**src/rtl/i2cm_pkg.sv**
```systemverilog
// Package: shared constants and types for the I2C master.
// Assumes register indices and event bit positions are fixed by software.
package i2cm_pkg;
    localparam int REGW = 16;         // register data width
    localparam int ADRW = 3;          // register index width
    localparam int TFW  = 4;          // width of one timing field
    localparam int TXW  = 9;          // transmit word: stop flag + byte
    localparam int EVW  = 4;          // number of event flags

    localparam logic [ADRW-1:0] RA_DATA = 3'd0;
    localparam logic [ADRW-1:0] RA_CTRL = 3'd1;
    localparam logic [ADRW-1:0] RA_STAT = 3'd2;
    localparam logic [ADRW-1:0] RA_EVT  = 3'd3;
    localparam logic [ADRW-1:0] RA_TIME = 3'd4;

    localparam int EV_DONE = 0;
    localparam int EV_ANAK = 1;
    localparam int EV_DNAK = 2;
    localparam int EV_ARB  = 3;

    typedef enum logic [3:0] {
        E_IDLE, E_SU, E_HD, E_LOW, E_HIGH, E_WAIT, E_P_LOW, E_P_SU, E_P_HD
    } eng_st_e;
endpackage

```
**src/rtl/i2cm_fifo.sv**
```systemverilog
// Module: synchronous queue with a clear that overrides push and pop.
// Assumes push when full and pop when empty are simply ignored.
module i2cm_fifo #(
    parameter int W     = 8,
    parameter int DEPTH = 8
) (
    input  logic         clk,
    input  logic         rst_n,
    input  logic         clr,
    input  logic         push,
    input  logic [W-1:0] din,
    input  logic         pop,
    output logic [W-1:0] dout,
    output logic         empty,
    output logic         full
);
    localparam int AW = (DEPTH > 1) ? $clog2(DEPTH) : 1;
    localparam int CW = AW + 1;

    logic [W-1:0]  mem [DEPTH];
    logic [AW-1:0] wp, rp;
    logic [CW-1:0] cnt;
    logic          do_push, do_pop;

    assign empty   = (cnt == '0);
    assign full    = (cnt == CW'(DEPTH));
    assign do_push = push && !full;
    assign do_pop  = pop && !empty;
    assign dout    = mem[rp];

    // Pointer wrap helper for any depth.
    function automatic logic [AW-1:0] nxt(input logic [AW-1:0] p);
        return (p == AW'(DEPTH - 1)) ? '0 : p + 1'b1;
    endfunction

    // Pointers and occupancy.
    always_ff @(posedge clk) begin
        if (!rst_n || clr) begin
            wp  <= '0;
            rp  <= '0;
            cnt <= '0;
        end else begin
            if (do_push) wp <= nxt(wp);
            if (do_pop)  rp <= nxt(rp);
            cnt <= cnt + CW'(do_push) - CW'(do_pop);
        end
    end

    // Storage write.
    always_ff @(posedge clk) begin
        if (do_push && !clr) mem[wp] <= din;
    end
endmodule

```
**src/rtl/i2cm_tick.sv**
```systemverilog
// Module: prescaler giving a one-cycle base tick every DIV clocks.
// Assumes DIV >= 2; counter is held at zero while disabled.
module i2cm_tick #(
    parameter int DIV = 8
) (
    input  logic clk,
    input  logic rst_n,
    input  logic en,
    output logic tick
);
    localparam int CW = (DIV > 1) ? $clog2(DIV) : 1;

    logic [CW-1:0] cnt;

    assign tick = en && (cnt == CW'(DIV - 1));

    // Free-running divider while enabled.
    always_ff @(posedge clk) begin
        if (!rst_n || !en) cnt <= '0;
        else if (tick)     cnt <= '0;
        else               cnt <= cnt + 1'b1;
    end
endmodule

```
**src/rtl/i2cm_engine.sv**
```systemverilog
// Module: bit-level bus sequencer (START, bytes with acknowledge, STOP).
// Assumes no clock stretching; all phase lengths come from timing fields
// counted in base ticks. Pops transmit words and pushes received bytes.
module i2cm_engine
    import i2cm_pkg::*;
#(
    parameter int TW = TFW
) (
    input  logic           clk,
    input  logic           rst_n,
    input  logic           tick,
    input  logic           start,
    input  logic           tx_valid,
    input  logic [TXW-1:0] tx_word,
    output logic           tx_pop,
    output logic           rx_push,
    output logic [7:0]     rx_byte,
    input  logic [TW-1:0]  t_low,
    input  logic [TW-1:0]  t_high,
    input  logic [TW-1:0]  t_su,
    input  logic [TW-1:0]  t_hd,
    input  logic           sda_i,
    output logic           scl_oe,
    output logic           sda_oe,
    output logic           busy,
    output logic           ev_done,
    output logic           ev_anak,
    output logic           ev_dnak,
    output logic           ev_arb,
    output logic           tx_flush
);
    eng_st_e       st;
    logic [TW-1:0] cnt, lim;
    logic [3:0]    bitn;
    logic [7:0]    shreg;
    logic          last, rd_mode, is_addr, err;
    logic          timed, phase_end, sending, ack_end, nak_seen, want_next;

    // Phase limit selected by the current state.
    always_comb begin
        unique case (st)
            E_SU, E_P_SU:    lim = t_su;
            E_HD, E_P_HD:    lim = t_hd;
            E_LOW, E_P_LOW:  lim = t_low;
            E_HIGH:          lim = t_high;
            default:         lim = '0;
        endcase
    end

    assign timed     = (st != E_IDLE) && (st != E_WAIT);
    assign phase_end = timed && tick && (cnt == lim);
    assign sending   = is_addr || !rd_mode;
    assign ack_end   = (st == E_HIGH) && phase_end && (bitn == 4'd8);
    assign nak_seen  = ack_end && sending && sda_i;
    assign want_next = ack_end && !nak_seen && !last;

    assign ev_arb   = (st == E_HIGH) && phase_end && (bitn < 4'd8)
                      && sending && shreg[7] && !sda_i;
    assign ev_anak  = nak_seen && is_addr;
    assign ev_dnak  = nak_seen && !is_addr;
    assign ev_done  = (st == E_P_HD) && phase_end && !err;
    assign tx_flush = nak_seen || ev_arb;
    assign rx_push  = ack_end && !sending;
    assign rx_byte  = shreg;
    assign busy     = (st != E_IDLE);
    assign tx_pop   = ((st == E_IDLE) && start)
                      || (want_next && tx_valid)
                      || ((st == E_WAIT) && tx_valid);

    // Open-drain line drive per state and bit position.
    always_comb begin
        scl_oe = (st == E_LOW) || (st == E_WAIT) || (st == E_P_LOW);
        unique case (st)
            E_HD, E_P_LOW, E_P_SU: sda_oe = 1'b1;
            E_LOW, E_HIGH:
                sda_oe = (bitn < 4'd8) ? (sending && !shreg[7])
                                       : (!sending && !last);
            default:               sda_oe = 1'b0;
        endcase
    end

    // Sequencer state, phase counter and byte shifter.
    always_ff @(posedge clk) begin
        if (!rst_n) begin
            st      <= E_IDLE;
            cnt     <= '0;
            bitn    <= '0;
            shreg   <= '0;
            last    <= 1'b0;
            rd_mode <= 1'b0;
            is_addr <= 1'b0;
            err     <= 1'b0;
        end else begin
            if (timed && tick) cnt <= (cnt == lim) ? '0 : cnt + 1'b1;
            unique case (st)
                E_IDLE: if (start) begin
                    shreg   <= tx_word[7:0];
                    last    <= tx_word[8];
                    rd_mode <= tx_word[0];
                    is_addr <= 1'b1;
                    err     <= 1'b0;
                    st      <= E_SU;
                end
                E_SU:  if (phase_end) st <= E_HD;
                E_HD:  if (phase_end) begin bitn <= '0; st <= E_LOW; end
                E_LOW: if (phase_end) st <= E_HIGH;
                E_HIGH: if (phase_end) begin
                    if (bitn < 4'd8) begin
                        if (ev_arb) st <= E_IDLE;
                        else begin
                            shreg <= {shreg[6:0], sda_i};
                            bitn  <= bitn + 1'b1;
                            st    <= E_LOW;
                        end
                    end else if (nak_seen) begin
                        err <= 1'b1;
                        st  <= E_P_LOW;
                    end else if (last) begin
                        st <= E_P_LOW;
                    end else if (tx_valid) begin
                        shreg   <= tx_word[7:0];
                        last    <= tx_word[8];
                        is_addr <= 1'b0;
                        bitn    <= '0;
                        st      <= E_LOW;
                    end else begin
                        st <= E_WAIT;
                    end
                end
                E_WAIT: if (tx_valid) begin
                    shreg   <= tx_word[7:0];
                    last    <= tx_word[8];
                    is_addr <= 1'b0;
                    bitn    <= '0;
                    st      <= E_LOW;
                end
                E_P_LOW: if (phase_end) st <= E_P_SU;
                E_P_SU:  if (phase_end) st <= E_P_HD;
                E_P_HD:  if (phase_end) st <= E_IDLE;
                default: st <= E_IDLE;
            endcase
        end
    end
endmodule

```
**src/rtl/i2cm_ctrl.sv**
```systemverilog
// Module: top of the I2C master. Register window, both queues, event flags,
// prescaler and bus sequencer. Assumes one register access per cycle;
// reads are combinational and a data-register read pops the receive queue.
module i2cm_ctrl
    import i2cm_pkg::*;
#(
    parameter int DEPTH = 8,
    parameter int DIV   = 8
) (
    input  logic            clk,
    input  logic            rst_n,
    input  logic            reg_wr,
    input  logic            reg_rd,
    input  logic [ADRW-1:0] reg_addr,
    input  logic [REGW-1:0] reg_wdata,
    output logic [REGW-1:0] reg_rdata,
    input  logic            scl_i,
    input  logic            sda_i,
    output logic            scl_oe,
    output logic            sda_oe
);
    localparam int TRW = 4 * TFW;

    logic           ctrl_en, flush_busy, tick;
    logic [TRW-1:0] timing;
    logic [EVW-1:0] ev_q, ev_set, ev_clr;
    logic           wr_data, wr_ctrl, wr_evt, wr_time, rd_data;
    logic           tx_empty, tx_full, rx_empty, rx_full;
    logic [TXW-1:0] tx_word;
    logic [7:0]     rx_dout, rx_byte;
    logic           tx_pop, rx_push, eng_start, eng_busy, eng_flush;
    logic           ev_done, ev_anak, ev_dnak, ev_arb;

    assign wr_data = reg_wr && (reg_addr == RA_DATA);
    assign wr_ctrl = reg_wr && (reg_addr == RA_CTRL);
    assign wr_evt  = reg_wr && (reg_addr == RA_EVT);
    assign wr_time = reg_wr && (reg_addr == RA_TIME);
    assign rd_data = reg_rd && (reg_addr == RA_DATA);

    assign eng_start = wr_ctrl && reg_wdata[1] && ctrl_en && !eng_busy
                       && !tx_empty && !flush_busy;

    // Control, flush request and timing registers.
    always_ff @(posedge clk) begin
        if (!rst_n) begin
            ctrl_en    <= 1'b0;
            flush_busy <= 1'b0;
            timing     <= '1;
        end else begin
            flush_busy <= wr_ctrl && reg_wdata[2];
            if (wr_ctrl) ctrl_en <= reg_wdata[0];
            if (wr_time) timing  <= reg_wdata[TRW-1:0];
        end
    end

    assign ev_set = {ev_arb, ev_dnak, ev_anak, ev_done};
    assign ev_clr = wr_evt ? reg_wdata[EVW-1:0] : '0;

    // Sticky events; a new event wins over a clear in the same cycle.
    always_ff @(posedge clk) begin
        if (!rst_n) ev_q <= '0;
        else        ev_q <= (ev_q & ~ev_clr) | ev_set;
    end

    // Register read multiplexer.
    always_comb begin
        unique case (reg_addr)
            RA_DATA: reg_rdata = {{(REGW-8){1'b0}}, rx_dout};
            RA_CTRL: reg_rdata = {{(REGW-3){1'b0}}, flush_busy, 1'b0, ctrl_en};
            RA_STAT: reg_rdata = {{(REGW-4){1'b0}}, eng_busy, ctrl_en,
                                  rx_empty, tx_empty};
            RA_EVT:  reg_rdata = {{(REGW-EVW){1'b0}}, ev_q};
            RA_TIME: reg_rdata = REGW'(timing);
            default: reg_rdata = '0;
        endcase
    end

    i2cm_fifo #(.W(TXW), .DEPTH(DEPTH)) u_txq (
        .clk   (clk),
        .rst_n (rst_n),
        .clr   (flush_busy || eng_flush),
        .push  (wr_data && !tx_full),
        .din   (reg_wdata[TXW-1:0]),
        .pop   (tx_pop),
        .dout  (tx_word),
        .empty (tx_empty),
        .full  (tx_full)
    );

    i2cm_fifo #(.W(8), .DEPTH(DEPTH)) u_rxq (
        .clk   (clk),
        .rst_n (rst_n),
        .clr   (flush_busy),
        .push  (rx_push && !rx_full),
        .din   (rx_byte),
        .pop   (rd_data),
        .dout  (rx_dout),
        .empty (rx_empty),
        .full  (rx_full)
    );

    i2cm_tick #(.DIV(DIV)) u_tick (
        .clk   (clk),
        .rst_n (rst_n),
        .en    (ctrl_en),
        .tick  (tick)
    );

    i2cm_engine #(.TW(TFW)) u_eng (
        .clk      (clk),
        .rst_n    (rst_n),
        .tick     (tick),
        .start    (eng_start),
        .tx_valid (!tx_empty),
        .tx_word  (tx_word),
        .tx_pop   (tx_pop),
        .rx_push  (rx_push),
        .rx_byte  (rx_byte),
        .t_low    (timing[TFW-1:0]),
        .t_high   (timing[2*TFW-1:TFW]),
        .t_su     (timing[3*TFW-1:2*TFW]),
        .t_hd     (timing[4*TFW-1:3*TFW]),
        .sda_i    (sda_i),
        .scl_oe   (scl_oe),
        .sda_oe   (sda_oe),
        .busy     (eng_busy),
        .ev_done  (ev_done),
        .ev_anak  (ev_anak),
        .ev_dnak  (ev_dnak),
        .ev_arb   (ev_arb),
        .tx_flush (eng_flush)
    );

    // The clock line level is not sensed: no clock stretching is supported.
    logic unused_scl;
    assign unused_scl = scl_i;
endmodule

```
**config.mk**
```make
export PLATFORM = sky130hd
export DESIGN_NAME = i2cm_ctrl
export DESIGN_NICKNAME = d
export VERILOG_FILES = /design/src/rtl/i2cm_pkg.sv /design/src/rtl/i2cm_fifo.sv /design/src/rtl/i2cm_tick.sv /design/src/rtl/i2cm_engine.sv /design/src/rtl/i2cm_ctrl.sv
export SDC_FILE = /design/constraint.sdc
export NUM_CORES = 1
export LEC_CHECK = 0
export BUFFER_PORTS_ARGS = -buffer_cell sky130_fd_sc_hd__clkbuf_2
export CORE_AREA = 4 4 126 128
export CTS_CLUSTER_DIAMETER = 150
export DETAILED_ROUTE_END_ITERATION = 6
export DIE_AREA = 0 0 130 132
export PLACE_DENSITY_LB_ADDON = 0.1
export SKIP_LAST_GASP = 1
export SYNTH_ARGS = -nofsm -noshare
export SYNTH_HDL_FRONTEND = slang
export SYNTH_SLANG_ARGS = --single-unit
```
**constraint.sdc**
```tcl
create_clock -name clk -period 5.7 [get_ports clk]
set_clock_uncertainty 0.2 [all_clocks]
set_input_delay 0.57 -clock clk [delete_from_list [all_inputs] [get_ports clk]]
set_output_delay 0.57 -clock clk [all_outputs]
set_load 0.01 [all_outputs]
```
==> flow_metrics.py <==
metrics = {
    "floorplanning": {
        "io_pins": 43,
        "initial_utilization_pct": 63.7,
        "dieArea_sq_um": 17200,
        "rows": 45,
        "coreArea_sq_um": 14900,
        "dieHeight_microns": 132,
        "die_x_microns": 130,
    },
    "yosys": {
        "synth-seq-cells": 211,
        "synthFlopType": "edfxtp_1",
        "synthMuxAreaShare_pct": 11.7,
        "synth_compound_area_share_pct": 7.58,
        "synth_fa_ha_area_share_pct": 3.73,
        "yosysWarnings": 0,
        "yosys.area_share.simple_pct": 14.5,
        "synth_top_family_by_area": "simple AND/OR/NAND/NOR gates",
        "async_flop_share_pct": 0,
        "ys_types": 70,
        "syn_nets": 804,
        "ys_seq_area_share_pct": 59.0,
        "syn_inst": 752,
        "syn-cell-area_sq_um": 9470,
        "synth_edf_count": 136,
        "yosys.area_share.xor_xnor_pct": 0.740,
        "syn-mean-instance-area_sq_um": 12.6,
    },
    "cts": {
        "numClockSinks": 211,
        "clockBufferDepth": 3,
        "cts_tree": "built",
        "cts-htree-levels": 1,
        "clk_pin_slew_ns": 0.06,
        "numCtsBuffers": 21,
        "postCtsSetupRepairBufs": 0,
        "ctsHoldBuffers": 0,
        "cts_root_buf": "clkbuf_16",
        "clk_latency_ns": 0.50,
        "cts_resized": 0,
    },
    "placed_design": {
        "dpl_cell_area_sq_um": 9840,
        "placed_cells": 952,
        "detailed_place_hpwl_mm": 14.0,
        "pre_cts_slack_ns": 1.09,
        "gp_congestion": 0.936,
        "io_buffers": 41,
    },
    "detailed_routing": {
        "wl_mm": 20.0,
        "dr.first_iter.drc_count": 439,
        "wl_per_cell_microns": 20.2,
        "drtPass1Iterations": 5,
        "drc_errors": 0,
        "viasPerCell": 6.18,
        "via_count": 6122,
        "ant_nets": 0,
    },
    "cells_and_area": {
        "fin_area_sq_um": 10500,
        "antenna_cells": 0,
        "final_cell_count_no_fill": 990,
        "syn2layout_area_growth_pct": 10.5,
        "fin_nets": 839,
        "final_common_cell": "edfxtp_1",
        "fill_cells": 1064,
        "final_cell_mix": "edfxtp_1 (136), nand2_1 (88), dfxtp_1 (75)",
        "drive_above_1_share_pct": 16.7,
    },
    "power": {
        "switching_power_mw": 0.623,
        "switching_share_pct": 20.7,
        "power.clock.fraction_pct": 42.2,
        "power_frac_comb_pct": 3.4,
        "total_leakage_power_nw": 3.91,
        "power_mw": 3.01,
        "vdd_drop_max_mv": 0.357,
        "seqPwrFrac_pct": 54.4,
        "p_int_mw": 2.39,
        "power.density_nw_per_um2": 287,
    },
    "flow_run": {
        "cap_violations": 0,
    },
    "global_route": {
        "grt_usage_pct": 24.0,
        "grt_overflow": 0,
        "grt_max_degree": 32,
        "first_global_vias": 6035,
        "antenna_found_initial": 0,
        "grt_first_pass_wirelength_mm": 32.3,
    },
    "min_path": {
        "min_from": "reg_wdata[12]",
        "min_path_cells": 3,
        "worst_hold_path_type": "in -> reg",
        "min_to": "timing[12]",
    },
    "timing": {
        "finalWorstPathRequiredPeriod_ns": 4.61,
        "setup_viol": 0,
        "worst_slack_ns": 1.09,
        "hold_violations": 0,
        "setup-tns-final_ns": 0,
        "max_slew_margin_pct": 37.8,
        "drv_slew": 0,
        "tightest_slew_ns": 0.932,
        "fmax_mhz": 217,
        "rsz0062_at_grt": "false",
        "fin_crit_sh_pct": 80.9,
    },
    "worst_setup_path": {
        "worstSetupStartpointType": "flop",
        "worstReg2RegStart": "u_eng.st[2]",
        "arrival_ns": 4.55,
        "r2r_end": "u_rxq.mem[1][3]",
        "worstSetupEndpointType": "flop",
        "rrSetupSlack_ns": 1.09,
        "worstSetupPathType": "reg -> reg",
        "critPathMaxFanout": 22,
        "r2r_cells": 9,
        "critical_path_required_ns": 5.63,
    },
    "run_status": {
        "status": "finished, final reports clean",
    },
}
-- area by class of cell --
class,instances,area [sq um],share of cell area (%)
Timing Repair Buffer,53,295,2.82
Clock inverter,6,30.0,0.287
Clock buffer,32,597,5.70
Tap cell,188,235,2.25
Sequential cell,211,5590,53.4
Inverter,25,93.8,0.897
Multi-Input combinational cell,475,3630,34.7
-- synthesized netlist by cell type, types with 14 or more instances --
master	number	area, sq um
nand2_1	88	330
dfxtp_1	75	1500
edfxtp_1	136	4080
nor2_1	57	214
mux2i_1	21	210
clkbuf_1	31	116
ha_1	25	313
mux4_2	34	766
inv_1	25	93.8
a21oi_1	33	165
nand3_1	19	95.1
o21ai_0	14	70.1
-- sequential cells by signal, summed over array words and instances, names as in the netlist, 8 cells and up, named ones only --
signal,flops
timing,16
u_rxq.mem,64
u_eng.rx_byte,8
u_txq.mem,72
-- critical path: stages, from the launching register on --
cell	delay, ns
dfxtp_1	0.75
buf_4	0.29
nor2b_1	0.20
o311a_1	0.32
nand2b_1	0.09
mux2_2	0.33
nor3_4	0.62
and2_1	0.40
or3b_1	0.45
nor2_1	0.58
-- worst max-delay path by stage --
stage / from / endpoint / slack [ns] / cells after the start
after detailed placement: u_eng.st[2] / u_rxq.mem[1][5] / 1.09 / 9
after global routing: u_eng.st[2] / u_rxq.mem[1][4] / 0.78 / 9
after floorplan: u_eng.st[2] / u_txq.mem[0][0] / 2.14 / 8
after CTS: u_eng.st[2] / u_rxq.mem[1][3] / 1.10 / 9
after global placement: u_eng.st[2] / u_rxq.mem[1][3] / 1.26 / 9
final: u_eng.st[2] / u_rxq.mem[1][3] / 1.09 / 9
-- per-layer routing --
| metal | vias to the layer above | track usage (%) | wire length (microns) |
|---|---|---|---|
| li1 | 2885 | - | - |
| met1 | 2982 | 34.6 | 8450 |
| met2 | 215 | 38.0 | 9560 |
| met3 | 40 | 3.12 | 1350 |
| met4 | 0 | 8.37 | 640 |
| met5 | - | 0 | 0 |
-- kinds of logic after synthesis --
logic type                 count (synthesis)
xor gates and xnor gates                   8
buffers and inverters                     66
and+or+nand+nor                          266
DFF                                      211
muxes                                     67
adders and majority gates                 27
AOI/OAI and AO/OA                        107
-- metrics by stage --
step | hold slack (ns) | util (%)
after floorplan | 0.207 | -
after global placement | 0.219 | 66.2
after detailed placement | 0.221 | 66.2
after CTS | 0.0785 | 70.4
after global routing | 0.0775 | 70.4
final | 0.0886 | 70.4
-- power by group through the flow --
stage	clock (mW)	combinational, mW	sequential, mW
after floorplan	0	0.0626	1.66
after global placement	0	0.0985	1.67
after detailed placement	0	0.102	1.67
after CTS	1.29	0.103	1.64
after global routing	1.36	0.116	1.64
final	1.27	0.103	1.64
Note: power is estimated with default switching activity, not from simulation.
